## src/rtl/bootera_pkg.sv

```systemverilog
package bootera_pkg;

  typedef enum logic [2:0] {
    ST_MODE,
    ST_CMD,
    ST_PW,
    ST_CSUM,
    ST_SEND
  } bootera_state_t;

  localparam logic [3:0] NIB_RX_FAULT  = 4'h8;
  localparam logic [3:0] NIB_BAD_CMD   = 4'h1;

endpackage

```

## src/rtl/bootera_rst_sync.sv

```systemverilog
module bootera_rst_sync #(
  parameter int STAGES = 2
) (
  input  logic clk,
  input  logic rst_n,
  output logic rst_sync_n
);

  logic [STAGES-1:0] chain_q;

  always_ff @(posedge clk or negedge rst_n) begin
    if (!rst_n) chain_q <= '0;
    else        chain_q <= {chain_q[STAGES-2:0], 1'b1};
  end

  assign rst_sync_n = chain_q[STAGES-1];

endmodule

```

## src/rtl/bootera_rx_hold.sv

```systemverilog
module bootera_rx_hold #(
  parameter int DATA_W = 8
) (
  input  logic              clk,
  input  logic              rst_n,
  input  logic              in_valid,
  input  logic [DATA_W-1:0] in_data,
  input  logic              in_err,
  input  logic              take,
  output logic              hold_vld,
  output logic [DATA_W-1:0] hold_data,
  output logic              hold_err,
  output logic              ready
);

  logic              load;
  logic              vld_d;
  logic [DATA_W-1:0] data_d;
  logic              err_d;

  assign ready = !hold_vld;
  assign load  = in_valid && ready;

  always_comb begin
    vld_d  = hold_vld;
    data_d = hold_data;
    err_d  = hold_err;
    if (load) begin
      vld_d  = 1'b1;
      data_d = in_data;
      err_d  = in_err;
    end else if (take) begin
      vld_d  = 1'b0;
    end
  end

  always_ff @(posedge clk or negedge rst_n) begin
    if (!rst_n) begin
      hold_vld  <= 1'b0;
      hold_data <= '0;
      hold_err  <= 1'b0;
    end else begin
      hold_vld  <= vld_d;
      hold_data <= data_d;
      hold_err  <= err_d;
    end
  end

endmodule

```

## src/rtl/bootera_pw_bank.sv

```systemverilog
module bootera_pw_bank #(
  parameter int DATA_W = 8,
  parameter int DEPTH  = 12,
  parameter int IDX_W  = 4
) (
  input  logic              clk,
  input  logic              rst_n,
  input  logic              we,
  input  logic [IDX_W-1:0]  widx,
  input  logic [DATA_W-1:0] wdata,
  input  logic [IDX_W-1:0]  ridx,
  output logic [DATA_W-1:0] rdata
);

  logic [DATA_W-1:0] entry_q [DEPTH];

  for (genvar g = 0; g < DEPTH; g++) begin : g_entry
    logic wr_en;
    assign wr_en = we && (widx == IDX_W'(g));
    always_ff @(posedge clk or negedge rst_n) begin
      if (!rst_n)     entry_q[g] <= '0;
      else if (wr_en) entry_q[g] <= wdata;
    end
  end

  always_comb begin
    rdata = '0;
    for (int i = 0; i < DEPTH; i++) begin
      if (ridx == IDX_W'(i)) rdata = entry_q[i];
    end
  end

endmodule

```

## src/rtl/bootera_csum.sv

```systemverilog
module bootera_csum #(
  parameter int DATA_W = 8
) (
  input  logic              clk,
  input  logic              rst_n,
  input  logic              clr,
  input  logic              add,
  input  logic [DATA_W-1:0] din,
  output logic              match
);

  logic [DATA_W-1:0] sum_q;
  logic [DATA_W-1:0] sum_d;
  logic [DATA_W-1:0] total;

  assign total = sum_q + din;
  assign match = (total == '0);

  always_comb begin
    sum_d = sum_q;
    if (clr)      sum_d = '0;
    else if (add) sum_d = total;
  end

  always_ff @(posedge clk or negedge rst_n) begin
    if (!rst_n) sum_q <= '0;
    else        sum_q <= sum_d;
  end

endmodule

```

## src/rtl/boot_erase_responder.sv

```systemverilog
module boot_erase_responder #(
  parameter int          DATA_W      = 8,
  parameter int          PW_LEN      = 12,
  parameter int          SYNC_STAGES = 2,
  parameter logic [7:0]  MODE_CODE   = 8'h86,
  parameter logic [7:0]  ERASE_CMD   = 8'h40,
  localparam int         IDX_W       = $clog2(PW_LEN)
) (
  input  logic              clk,
  input  logic              rst_n,
  input  logic              pw_required,
  input  logic              ref_we,
  input  logic [IDX_W-1:0]  ref_idx,
  input  logic [DATA_W-1:0] ref_data,
  input  logic              rx_valid,
  input  logic [DATA_W-1:0] rx_data,
  input  logic              rx_err,
  output logic              rx_en,
  output logic              tx_valid,
  input  logic              tx_ready,
  output logic [DATA_W-1:0] tx_data,
  output logic              erase_req,
  output logic              pw_err,
  output logic              csum_err
);

  import bootera_pkg::*;

  localparam logic [IDX_W-1:0] LAST_IDX = IDX_W'(PW_LEN - 1);
  localparam int               HI_W     = DATA_W - 4;

  logic              rst_i_n;
  logic              hold_vld;
  logic [DATA_W-1:0] hold_data;
  logic              hold_err;
  logic              take;
  logic              sum_clr;
  logic              sum_add;
  logic              sum_match;
  logic [DATA_W-1:0] ref_byte;

  bootera_state_t    state_q, state_d;
  bootera_state_t    ret_q, ret_d;
  logic [DATA_W-1:0] txd_q, txd_d;
  logic [IDX_W-1:0]  idx_q, idx_d;
  logic              pwe_q, pwe_d;
  logic              cse_q, cse_d;
  logic              erase_q, erase_d;
  logic [HI_W-1:0]   hi_q, hi_d;

  bootera_rst_sync #(.STAGES(SYNC_STAGES)) u_rst (
    .clk        (clk),
    .rst_n      (rst_n),
    .rst_sync_n (rst_i_n)
  );

  bootera_rx_hold #(.DATA_W(DATA_W)) u_hold (
    .clk       (clk),
    .rst_n     (rst_i_n),
    .in_valid  (rx_valid),
    .in_data   (rx_data),
    .in_err    (rx_err),
    .take      (take),
    .hold_vld  (hold_vld),
    .hold_data (hold_data),
    .hold_err  (hold_err),
    .ready     (rx_en)
  );

  bootera_pw_bank #(.DATA_W(DATA_W), .DEPTH(PW_LEN), .IDX_W(IDX_W)) u_bank (
    .clk   (clk),
    .rst_n (rst_i_n),
    .we    (ref_we),
    .widx  (ref_idx),
    .wdata (ref_data),
    .ridx  (idx_q),
    .rdata (ref_byte)
  );

  bootera_csum #(.DATA_W(DATA_W)) u_csum (
    .clk   (clk),
    .rst_n (rst_i_n),
    .clr   (sum_clr),
    .add   (sum_add),
    .din   (hold_data),
    .match (sum_match)
  );

  always_comb begin
    state_d = state_q;
    ret_d   = ret_q;
    txd_d   = txd_q;
    idx_d   = idx_q;
    pwe_d   = pwe_q;
    cse_d   = cse_q;
    hi_d    = hi_q;
    erase_d = 1'b0;
    take    = 1'b0;
    sum_clr = 1'b0;
    sum_add = 1'b0;
    case (state_q)
      ST_MODE: begin
        if (hold_vld) begin
          take = 1'b1;
          if (!hold_err && hold_data == MODE_CODE) begin
            txd_d   = MODE_CODE;
            ret_d   = ST_CMD;
            state_d = ST_SEND;
            hi_d    = '0;
            cse_d   = 1'b0;
          end
        end
      end
      ST_CMD: begin
        if (hold_vld) begin
          take    = 1'b1;
          hi_d    = hold_data[DATA_W-1 -: HI_W];
          state_d = ST_SEND;
          ret_d   = ST_CMD;
          if (hold_err) begin
            txd_d = {hi_q, NIB_RX_FAULT};
          end else if (hold_data == ERASE_CMD) begin
            txd_d   = ERASE_CMD;
            ret_d   = ST_PW;
            idx_d   = '0;
            pwe_d   = 1'b0;
            sum_clr = 1'b1;
          end else begin
            txd_d = {hi_q, NIB_BAD_CMD};
          end
        end
      end
      ST_PW: begin
        if (hold_vld) begin
          take    = 1'b1;
          sum_add = 1'b1;
          if (pw_required && hold_data != ref_byte) pwe_d = 1'b1;
          if (idx_q == LAST_IDX) state_d = ST_CSUM;
          else                   idx_d   = idx_q + IDX_W'(1);
        end
      end
      ST_CSUM: begin
        if (hold_vld) begin
          take    = 1'b1;
          state_d = ST_MODE;
          if (!sum_match)  cse_d   = 1'b1;
          else if (!pwe_q) erase_d = 1'b1;
        end
      end
      ST_SEND: begin
        if (tx_ready) state_d = ret_q;
      end
      default: state_d = ST_MODE;
    endcase
  end

  always_ff @(posedge clk or negedge rst_i_n) begin
    if (!rst_i_n) begin
      state_q <= ST_MODE;
      ret_q   <= ST_MODE;
      txd_q   <= '0;
      idx_q   <= '0;
      pwe_q   <= 1'b0;
      cse_q   <= 1'b0;
      erase_q <= 1'b0;
      hi_q    <= '0;
    end else begin
      state_q <= state_d;
      ret_q   <= ret_d;
      txd_q   <= txd_d;
      idx_q   <= idx_d;
      pwe_q   <= pwe_d;
      cse_q   <= cse_d;
      erase_q <= erase_d;
      hi_q    <= hi_d;
    end
  end

  assign tx_valid  = (state_q == ST_SEND);
  assign tx_data   = txd_q;
  assign erase_req = erase_q;
  assign pw_err    = pwe_q;
  assign csum_err  = cse_q;

endmodule

```

## config.mk

```make
export PLATFORM = sky130hd
export DESIGN_NAME = boot_erase_responder
export DESIGN_NICKNAME = d
export VERILOG_FILES = /design/src/rtl/bootera_pkg.sv /design/src/rtl/bootera_rst_sync.sv /design/src/rtl/bootera_rx_hold.sv /design/src/rtl/bootera_pw_bank.sv /design/src/rtl/bootera_csum.sv /design/src/rtl/boot_erase_responder.sv
export SDC_FILE = /design/constraint.sdc
export NUM_CORES = 1
export LEC_CHECK = 0
export ABC_AREA = 0
export BUFFER_PORTS_ARGS = -buffer_cell sky130_fd_sc_hd__buf_2
export CAP_MARGIN = 20
export CORE_MARGIN = 5
export CORE_UTILIZATION = 25
export DETAILED_ROUTE_END_ITERATION = 6
export PLACE_DENSITY = 0.41
export SETUP_SLACK_MARGIN = 0.15
export SYNTH_ARGS = -nofsm -noshare
export SYNTH_HDL_FRONTEND = slang
export SYNTH_SLANG_ARGS = --single-unit
```

## constraint.sdc

```tcl
create_clock -name clk -period 5.8 [get_ports clk]
set_input_delay 1.16 -clock clk [delete_from_list [all_inputs] [get_ports clk]]
set_output_delay 1.16 -clock clk [all_outputs]
set_load 0.02 [all_outputs]
```

# Word-level counts from Yosys, hierarchy flattened
# Index checks and enable logic that the tools add are counted.
[totals] mem_bits_rw=0 ff_bits=141 word_cells=168 out_inout_bits=13 inputBits=27 latch_bits=0 memories=0 romBits=0
[op_classes] n_eq_ne=41 n_reduce_logical=32 n_div=0 shift=0 magnitude_cmp=0 addsub=2 mux=68 mul=0 n_bitwise=0
[op_table] cell="8-bit 2-to-1 mux" n=19
[op_table] cell="4-bit by 3-bit equality test with 1-bit output, second input constant" n=8
[op_table] cell="4-bit equality test, second input constant" n=8
[op_table] cell="4-bit 2-to-1 mux" n=8
[op_table] cell="3-bit 2-to-1 mux" n=10
[op_table] cell="1-bit 2-to-1 mux" n=22
[op_table] cell="4-bit by 2-bit equality test with 1-bit output, second input constant" n=4
[op_table] cell="4-bit one-hot mux with 2 select lines" n=2
[op_table] cell="8-bit one-hot mux with 2 select lines" n=1
[op_table] cell="1-bit logical AND" n=15
[op_table] cell="3-bit one-hot mux with 5 select lines" n=1
[op_table] cell="2-bit inequality test, second input constant" n=7
[op_table] cell="6-bit AND reduction" n=2
[op_table] cell="2-bit by 1-bit inequality test with 1-bit output, second input constant" n=5
[op_table] cell="2-bit nonzero test" n=5
[op_table] cell="8-bit adder" n=1
[op_table] cell="4-bit by 1-bit equality test with 1-bit output, second input constant" n=2
[op_table] cell="8-bit by 7-bit equality test with 1-bit output, second input constant" n=1
[op_table] cell="8-bit equality test, second input constant" n=1
[op_table] cell="4-bit zero test" n=2
[op_table] cell="8-bit zero test" n=1
[op_table] cell="8-bit inequality test" n=1
[op_table] cell="7-bit AND reduction" n=1
[op_table] cell="3-bit by 2-bit equality test with 1-bit output, second input constant" n=2
[op_table] cell="other kinds (11)" n=14

# Longest topological paths before layout
# Gate-level depths: netlist of run 1.
[depth] ltp_word=18 mapped_depth=11 depth_no_buf=10

# Modules after synthesis
# Synthesis of run 1 repeated with hierarchy kept, for this count alone.
[unflattened] cells_unflattened=547 hier_area_um2=6907.9
[by_module_without_submodules] mod="bootera_pw_bank" cells_per_inst=327 seq_area_each_um2=2402.3 area_each_um2=4541.9 n_inst=1
[by_module_without_submodules] mod="boot_erase_responder" cells_per_inst=125 seq_area_each_um2=575.6 area_each_um2=1261.2 n_inst=1
[by_module_without_submodules] mod="bootera_csum" cells_per_inst=69 seq_area_each_um2=200.2 area_each_um2=636.9 n_inst=1
[by_module_without_submodules] mod="bootera_rx_hold" cells_per_inst=23 seq_area_each_um2=250.2 area_each_um2=414.1 n_inst=1
[by_module_without_submodules] mod="bootera_rst_sync" cells_per_inst=3 seq_area_each_um2=50.0 area_each_um2=53.8 n_inst=1

# Worst setup path after synthesis of run 1
# Ideal clock, no wire load.
[synth_timing] kind="in2reg" startpoint="input port ref_idx[2]" endpoint="register u_bank.entry_q[64] (netlist bit)" path_stages=4 required_time_ps=5675 arrival_ps=2282 path_buffers=1 setup_time_ps=125 path_slack_ps=3393 path_cell_list="nor3b_1 nor2b_1 clkbuf_1 mux2_2"
[synth_between] elab_chain_cells=2
[synth_rtl] item="from (decl)" line_no="boot_erase_responder.sv:13" source="input logic [IDX_W-1:0] ref_idx,"
[synth_rtl] item="4-bit by 2-bit equality test with 1-bit output" line_no="bootera_pw_bank.sv:19" source="assign wr_en = we && (widx == IDX_W'(g));"
[synth_rtl] item="1-bit logical AND" line_no="bootera_pw_bank.sv:19"
[synth_rtl] item="to (signal, indexed assignment)" line_no="bootera_pw_bank.sv:22" source="else if (wr_en) entry_q[g] <= wdata;"
[synth_rtl] item="to (decl)" line_no="bootera_pw_bank.sv:15" source="logic [DATA_W-1:0] entry_q [DEPTH];"
# Every way passes these cells.
# A chain may end at the register's enable or synchronous reset.

# Worst setup path after layout of run 1
[layout_timing] startpoint="register idx_q[0]" endpoint="register pwe_q, in the netlist pw_err"
[layout_between] elab_chain_cells=17 elab_cells_between_ends=28 classes_between="eq/ne: 13; mux: 12; reduce/logical: 3"
[layout_rtl] item="from (decl)" line_no="boot_erase_responder.sv:45" source="logic [IDX_W-1:0] idx_q, idx_d;"
[layout_rtl] item="from (signal assigned)" line_no="boot_erase_responder.sv:171" source="idx_q <= idx_d;"
[layout_rtl] item="4-bit zero test" line_no="bootera_pw_bank.sv:29" source="if (ridx == IDX_W'(i)) rdata = entry_q[i];"
[layout_rtl] item="8-bit 2-to-1 mux (11 in series)" line_no="bootera_pw_bank.sv:29"
[layout_rtl] item="8-bit 2-to-1 mux (*)" line_no="bootera_pw_bank.sv:29"
[layout_rtl] item="8-bit inequality test (*)" line_no="boot_erase_responder.sv:137" source="if (pw_required && hold_data != ref_byte) pwe_d = 1'b1;"
[layout_rtl] item="1-bit logical AND (*)" line_no="boot_erase_responder.sv:137"
[layout_rtl] item="2-bit inequality test (no line) (*)"
[layout_rtl] item="6-bit AND reduction (no line) (*)"
[layout_rtl] item="to (signal assigned)" line_no="boot_erase_responder.sv:172" source="pwe_q <= pwe_d;"
[layout_rtl] item="to (decl)" line_no="boot_erase_responder.sv:46" source="logic pwe_q, pwe_d;"
# Every way passes the cells marked *; elsewhere a longest branch is shown, timed or not.

==> flow_summary_export.csv, run 1 <==
group,metric,value,unit
pwr,power.clock.fraction,30.4,%
cts,root_buffer_cell,"clkbuf_16",
yosys,post_synth_most_frequent_cells,"dfrtp_1, mux2_2, nand2_1, a21oi_1, o21ai_0",
global_routing,first_global_vias,5524,
global_routing,global_route.usage.met1,18.1,%
cts,tritoncts,"built",
drt,routedWlPerCell,18.8,µm
sta,layout_min_cycle_time,3.31,ns
yosys,synth.yosys.seq_area_share,48.2,%
pwr,finalPower,3810,µW
pwr,total_switching_power,1350,µW
cts,clock_sinks,139,
flow_run,cap_violations,0,
drt,detailedRoute.firstPassIterationCount,4,
final_layout,fill_cell_count,2971,
placed_design,place_inst,1069,
cts,cts_resized,0,
setup_path,worstPathRequired,6.09,ns
yosys,synth_area_leader_cell,"dfrtp_1",
drt,routed_wirelength,20700,µm
sta,worstMarginPinSlew,1.07,ns
yosys,ys_top_cells_by_area,"dfrtp_1, mux2_2, a21oi_1",
hold_path,hold_path.class,"reg -> reg",
pwr,power_per_cell_area,456,mW/mm²
placed_design,place.port_buffers,39,
pwr,p_leak,0.00351,µW
cts,cts_buffers,17,
pwr,power.internal,2460,µW
global_routing,global_route.overflow_total,0,
yosys,synth_cell_type_count,63,
yosys,synth_area_per_cell,10.6,µm²
run_status,outcome,"complete, no violations",
sta,relSlewSlack,28.5,%
sta,grt_setup_unrepaired,"false",
yosys,synth.ff_latch_count,139,
die,die-height,180,µm
drt,vias,5237,
pwr,seqPwrFrac,37.9,%
final_layout,drive_above_1_share,24.8,%
final_layout,antenna_cells,0,
cts,clk_path_buf_depth,2,
yosys,post_synth_instance_area,0.00722,mm²
global_routing,grt_busiest_layer,"met2",
setup_path,crit_fanout,20,
pwr,power_switching_share,35.5,%
sta,fin_crit_sh,57.1,%
sta,fin_setup_tns,0,ns
cts,ctsHtreeMaxLevel,4,
cts,worst_skew_late_latency,0.43,ns
global_routing,grt_use_total,13.1,%
global_routing,pin_count_of_the_biggest_net_entering_global_routing,71,
yosys,mappedNetlistNets,723,
pwr,power.ir.vdd_worst,0.166,mV
drt,ant_nets,0,
yosys,post-synth-top-count-cell,"dfrtp_1",
global_routing,use_met3,2.67,%
die,ioPinCount,40,
final_layout,utilization,29.2,%
setup_path,startpoint_type,"flip-flop",
sta,post_route_hold_slack,0.350,ns
final_layout,synthToLayoutAreaGrowth,15.8,%
pwr,p_comb_share,31.8,%
drt,detailedRoute.firstIterationViolations,332,
sta,finalHoldViolCount,0,
sta,max_slew_violation_total_from_the_final_report,0,
placed_design,gp_congestion,0.795,
sta,finalClockSkew,0.0127,ns
die,floorplan.initialDensity,25.2,%
final_layout,layout.nets,743,
placed_design,dp.final_hpwl,14500,µm
global_routing,global_route_wire_length_before_repair,33200,µm
cts,path_clk_slew,0.06,ns
global_routing,groute.layer.met2.usage,20.9,%
yosys,synthDominantCellAreaShare,48.2,%
yosys,synth-async-reset-ratio,100,%
sta,fmax,0.302,GHz
drt,avgViaCountPerCell,4.76,
yosys,synth_enable_flop_cells,0,
drt,drc,0,
setup_path,worst-setup-path-type,"reg -> reg",
sta,final-setup-viol-count,0,
setup_path,worst_ep_arrival_time,3.60,ns
final_layout,layoutNonFillerInstCount,1101,
cts,post_cts_setup_driven_buffer_insertion_count,0,
die,floorplan.rows,62,
yosys,ys.warnings.count,0,
die,dieArea,0.0324,mm²
cts,cts_hold_repair.buffers,0,
die,core_area,0.0286,mm²
yosys,syn_inst,684,
setup_path,crit_end_category,"flip-flop",
yosys,dominantRegCellSynth,"dfrtp_1",
die,chipWidth,180,µm
global_routing,grt_antenna_before_repair,0,
-- area by class of cell --
| cell class | instances | area (µm²) | area share, % |
|---|---|---|---|
| clock inverters | 12 | 161 | 1.93 |
| clock buffers | 20 | 447 | 5.35 |
| well taps | 384 | 480 | 5.75 |
| inverters | 35 | 131 | 1.57 |
| flip-flops and latches | 139 | 3480 | 41.7 |
| multi-input cells | 465 | 3410 | 40.8 |
| repair buffers | 46 | 248 | 2.96 |
-- routing by layer --
layer / part of all wire, % / vias up / wire length [µm]
met5: 0 / - / 0
met4: 1.3 / 0 / 267
met3: 3.4 / 21 / 703
met2: 46 / 83 / 9620
met1: 49 / 2622 / 10200
li1: - / 2511 / -
-- sequential cells by signal, summed over array words and instances (netlist names), 2 cells and up --
name and count:
state_q 3, u_rst.chain_q 2, u_hold.hold_data 8, tx_data 7, u_bank.entry_q 96, hi_q 4, idx_q 4, u_csum.sum_q 8
ret_q 2
-- final timing paths --
kind / start / to / slack (ns) / cells after the start
setup / recovery: idx_q[0] / pw_err / 2.49 / 8
hold / removal: u_rst.chain_q[0] / u_rst.chain_q[1] / 0.35 / 0
setup reg to reg: idx_q[0] / pw_err / 2.49 / 8
hold reg to reg: u_rst.chain_q[0] / u_rst.chain_q[1] / 0.35 / 0
max in group asynchronous: u_rst.chain_q[1] / u_bank.entry_q[31] / 3.89 / 1
min in group asynchronous: u_rst.chain_q[1] / u_bank.entry_q[35] / 0.48 / 0
-- cell families after synthesis --
logic type	share of synthesized area, %
AND/OR/NAND/NOR	12.7
other	0.0520
adder cells (fa/ha/maj)	2.18
XOR/XNOR	0.728
flip-flops	48.2
multiplexers	15.5
AO/OA/AOI/OAI	16.0
buffers and inverters	4.61
-- power by group through the flow --
stage / combinational [µW] / sequential [µW] / clock, µW
floorplan: 942 / 1390 / 0
global placement: 1220 / 1460 / 0
detailed placement: 1220 / 1460 / 0
CTS: 1230 / 1450 / 1190
global route: 1350 / 1480 / 1230
finish: 1210 / 1440 / 1160
-- worst max-delay path: stages, from the launching register on --
cell and delay (ns):
dfrtp_1 0.43, ha_1 0.68, nand3b_1 0.70, o21ai_0 0.50
a2111oi_0 0.13, mux2i_1 0.21, nand3_1 0.11, nor4_1 0.28
a31oi_1 0.11
-- per-stage QoR --
step / worst slack (ns) / instance area, µm²
5_1_grt: 2.23 / 8360
4_1_cts: 2.51 / 8360
3_5_place_dp: 2.54 / 7750
6_report: 2.49 / 8360
2_1_floorplan: 1.64 / 7220
3_3_place_gp: 2.55 / 7740
-- layout by cell type (no fill, tap or decap), drive strengths merged, types with 10 or more instances in the layout --
cell type	n
nor2b	14
nand3b	19
a21oi	41
mux2	95
a211oi	10
inv	40
o21ai	41
clkbuf	20
ha	11
dfrtp	139
buf	46
nand2b	13
o22ai	14
nand2	47
nor2	31
(Power assumes the default switching activity.)
==> run 2: changes to the inputs <==
- ABC_AREA: 0 -> 1
- clock period: 5.8 -> 3.3 ns (I/O delays scaled with it)
==> run 2 against run 1 <==
- clock-buffer cell count down 2
- flip-flop and latch count unchanged
- clock power up 63%
- cell count up 20%
- die area down 2.8%
- worst hold slack about the same
- sequential power up 51%
- via count up 9.2%
- wire length down 4.4%
- critical path type unchanged
- critical endpoint unchanged
- largest cell class unchanged
- highest routed layer unchanged
==> flow_summary_export.csv, run 2 <==
group,metric,value,unit
setup_path,path_delay_family,"simple AND/OR/NAND/NOR gates",
cts,cts_buffers,17,
setup_path,worst-setup-path-type,"reg -> reg",
sta,fin_crit_sh,81.2,%
yosys,post_synth_most_frequent_cells,"nand2_1, dfrtp_1, o21ai_0, inv_1, nor2_1",
sta,grt_setup_unrepaired,"false",
yosys,synthMuxAreaShare,0.161,%
pwr,p_comb_share,11.1,%
drt,detailedRoute.firstPassIterationCount,7,
final_layout,synthToLayoutAreaGrowth,16.8,%
yosys,synth_area_leader_cell,"dfrtp_1",
drt,met1Wirelength,10500,µm
drt,detailroute.wirelength.met3,787,µm
placed_design,dp.final_hpwl,14100,µm
setup_path,worstPathRequired,3.61,ns
sta,finalClockSkew,0.0120,ns
global_routing,pin_count_of_the_biggest_net_entering_global_routing,55,
cts,post_cts_setup_driven_buffer_insertion_count,0,
pwr,p_leak,0.00395,µW
yosys,synth_cell_type_count,42,
sta,worstMarginPinSlew,0.894,ns
global_routing,global_route.overflow_total,0,
yosys,ys_top_cells_by_area,"dfrtp_1, nand2_1, o21ai_0",
die,floorplan.rows,61,
die,dieArea,0.0315,mm²
final_layout,fill_cell_count,3037,
drt,detailedRoute.firstIterationViolations,454,
run_status,outcome,"complete, no violations",
yosys,post-synth-top-count-cell,"nand2_1",
yosys,synth_enable_flop_cells,0,
setup_path,startpoint_type,"flip-flop",
placed_design,place.port_buffers,39,
global_routing,first_global_vias,5556,
yosys,synth.yosys.seq_area_share,49.7,%
final_layout,layout.nets,965,
yosys,syn_inst,891,
final_layout,utilization,29.5,%
yosys,mappedNetlistNets,930,
pwr,power.clock.fraction,41.4,%
final_layout,layout.cells.most_common,"nand2_1",
yosys,synth-xor-area-share,0.875,%
global_routing,grt_antenna_before_repair,0,
final_layout,most_flop_heavy_register,"u_bank.entry_q",
cts,worst_skew_late_latency,0.43,ns
die,chipWidth,177,µm
yosys,dominantRegCellSynth,"dfrtp_1",
yosys,synthDominantCellAreaShare,49.7,%
sta,post_route_hold_slack,0.351,ns
final_layout,biggestRegsByFlops,"u_bank.entry_q x96, u_csum.sum_q x8, u_hold.hold_data x8",
final_layout,drive_above_1_share,11.5,%
cts,root_buffer_cell,"clkbuf_16",
final_layout,antenna_cells,0,
yosys,ys.warnings.count,0,
yosys,synth_simple_gate_area_share,25.9,%
setup_path,cp_cell_sequence,"inv_1 > ha_1 > inv_1 > nor2_1 > inv_1 > o21ai_0 > nand3b_1 > nand2_1 > nand2_1 > nand2_1 > nand2_1 > nand2_1 > nand3_1 > nor2_1 > nand2_1 > nand4_1 > nand2_1",
pwr,power.ir.vdd_worst,0.327,mV
setup_path,worst_ep_arrival_time,2.99,ns
drt,top_layer,"met4",
sta,fmax,0.373,GHz
setup_path,cp_common_cell,"nand2_1",
drt,routedWlPerCell,15.1,µm
pwr,total_switching_power,1310,µW
drt,routed-wl-met2,8370,µm
yosys,largest_family_of_logic_cells_by_synthesized_area,"simple AND/OR/NAND/NOR gates",
drt,avgViaCountPerCell,4.34,
global_routing,grt_use_total,13.2,%
sta,max_slew_violation_total_from_the_final_report,0,
setup_path,crit_path_top_delay_cell,"dfrtp_1",
global_routing,global_route_wire_length_before_repair,32100,µm
yosys,compound_cell_area_share_of_the_yosys_netlist,12.6,%
final_layout,largest_register_ffs,96,
sta,fin_setup_tns,0,ns
sta,finalWorstSetupSlack,0.619,ns
yosys,post_synth_instance_area,0.00700,mm²
setup_path,critPathBufInv,3,
sta,finalHoldViolCount,0,
die,floorplan.initialDensity,25.3,%
cts,tritoncts,"built",
setup_path,crit_fanout,16,
setup_path,crit_end_category,"flip-flop",
setup_path,cp_slowest_stage_delay,0.39,ns
final_layout,layout.cells.most_common_list,"nand2_1, dfrtp_1, o21ai_0",
hold_path,hold_path.class,"reg -> reg",
pwr,seqPwrFrac,47.5,%
die,ioPinCount,40,
pwr,power_per_cell_area,557,mW/mm²
cts,ctsHtreeMaxLevel,4,
sta,layout_min_cycle_time,2.68,ns
cts,clk_path_buf_depth,2,
yosys,adder_and_majority_cell_fraction_of_the_synthesized_area,2.25,%
cts,path_clk_slew,0.07,ns
die,die-height,177,µm
drt,vias,5719,
sta,final-setup-viol-count,0,
yosys,synth_area_per_cell,7.86,µm²
pwr,power.internal,3250,µW
yosys,synth.ff_latch_count,139,
placed_design,gp_congestion,0.783,
drt,ant_nets,0,
pwr,power_switching_share,28.7,%
yosys,synth-async-reset-ratio,100,%
drt,drc,0,
sta,relSlewSlack,40.2,%
placed_design,place_worst_setup_slack,0.457,ns
die,core_area,0.0277,mm²
drt,routed_wirelength,19800,µm
cts,clock_sinks,139,
flow_run,cap_violations,0,
-- run 2: cell count changes after synthesis, sizes merged, moves of 13 or more --
cell    previous run  this run
nand2             47       238
mux2              95         1
o21ai             41       119
inv               35       111
nand3              6        61
nor2              31        81
nor2b             14         0
nand2b            13         0
-- run 2: power by group through the flow --
stage	clock network (µW)	registers [µW]	logic (µW)
global placement	0	2200	506
detailed placement	0	2200	512
floorplan	0	2150	353
CTS	1940	2170	515
finish	1890	2170	505
global route	2020	2200	592
-- run 2: logic make-up after synthesis --
logic type | Yosys count
other | 1
DFF | 139
AOI/OAI and AO/OA | 169
buffers and inverters | 145
adders and majority gates | 12
xor gates and xnor gates | 7
muxes | 1
and+or+nand+nor | 417
-- run 2: repair_timing --
| action | CTS | global route |
|---|---|---|
| endpoints found under the hold margin | 2 | 0 |
| resized for setup | 0 | 1 |
| setup endpoints to repair | 0 | 1 |
| hold buffers | 1 | 0 |
-- run 2: metrics by stage --
stage	instance area, µm²	power, µW	instances
final	8180	4560	1317
after global routing	8180	4810	1317
after CTS	8180	4620	1317
after detailed placement	7590	2710	1284
after global placement	7590	2710	1284
after floorplan	7000	2500	891
-- run 2: path summary, 6_finish.rpt --
kind                                        from                  to  slack [ns]  cells after the start
max in group asynchronous       u_rst.chain_q[1]          state_q[0]        2.12                      1
min in group asynchronous       u_rst.chain_q[1]  u_bank.entry_q[31]        0.42                      0
worst min register to register  u_rst.chain_q[0]    u_rst.chain_q[1]        0.35                      0
worst min-delay path            u_rst.chain_q[0]    u_rst.chain_q[1]        0.35                      0
worst max-delay path                    idx_q[1]              pw_err        0.62                     17
worst max register to register          idx_q[1]              pw_err        0.62                     17
-- run 2: area by class of cell --
class | instances | area, µm² | share of cell area, %
Sequential cell | 139 | 3480 | 42.6
Multi-Input combinational cell | 607 | 2930 | 35.9
Tap cell | 378 | 473 | 5.78
Clock buffer | 18 | 439 | 5.37
Inverter | 112 | 420 | 5.14
Timing Repair Buffer | 49 | 298 | 3.64
Clock inverter | 14 | 135 | 1.65
-- run 2: worst register-to-register path, stage by stage, from the launching register on --
cell and delay, ns:
dfrtp_1 0.39, inv_1 0.09, ha_1 0.20, inv_1 0.35, nor2_1 0.10, inv_1 0.37, o21ai_0 0.14, nand3b_1 0.20
nand2_1 0.08, nand2_1 0.09, nand2_1 0.07, nand2_1 0.04, nand2_1 0.05, nand3_1 0.07, nor2_1 0.13, nand2_1 0.08
nand4_1 0.07, nand2_1 0.05
-- run 2: per-layer routing --
layer | up-vias | track usage (%)
met3 | 15 | 3.00
met1 | 2667 | 20.1
met5 | - | 0
met4 | 0 | 2.77
li1 | 2929 | -
met2 | 108 | 19.2
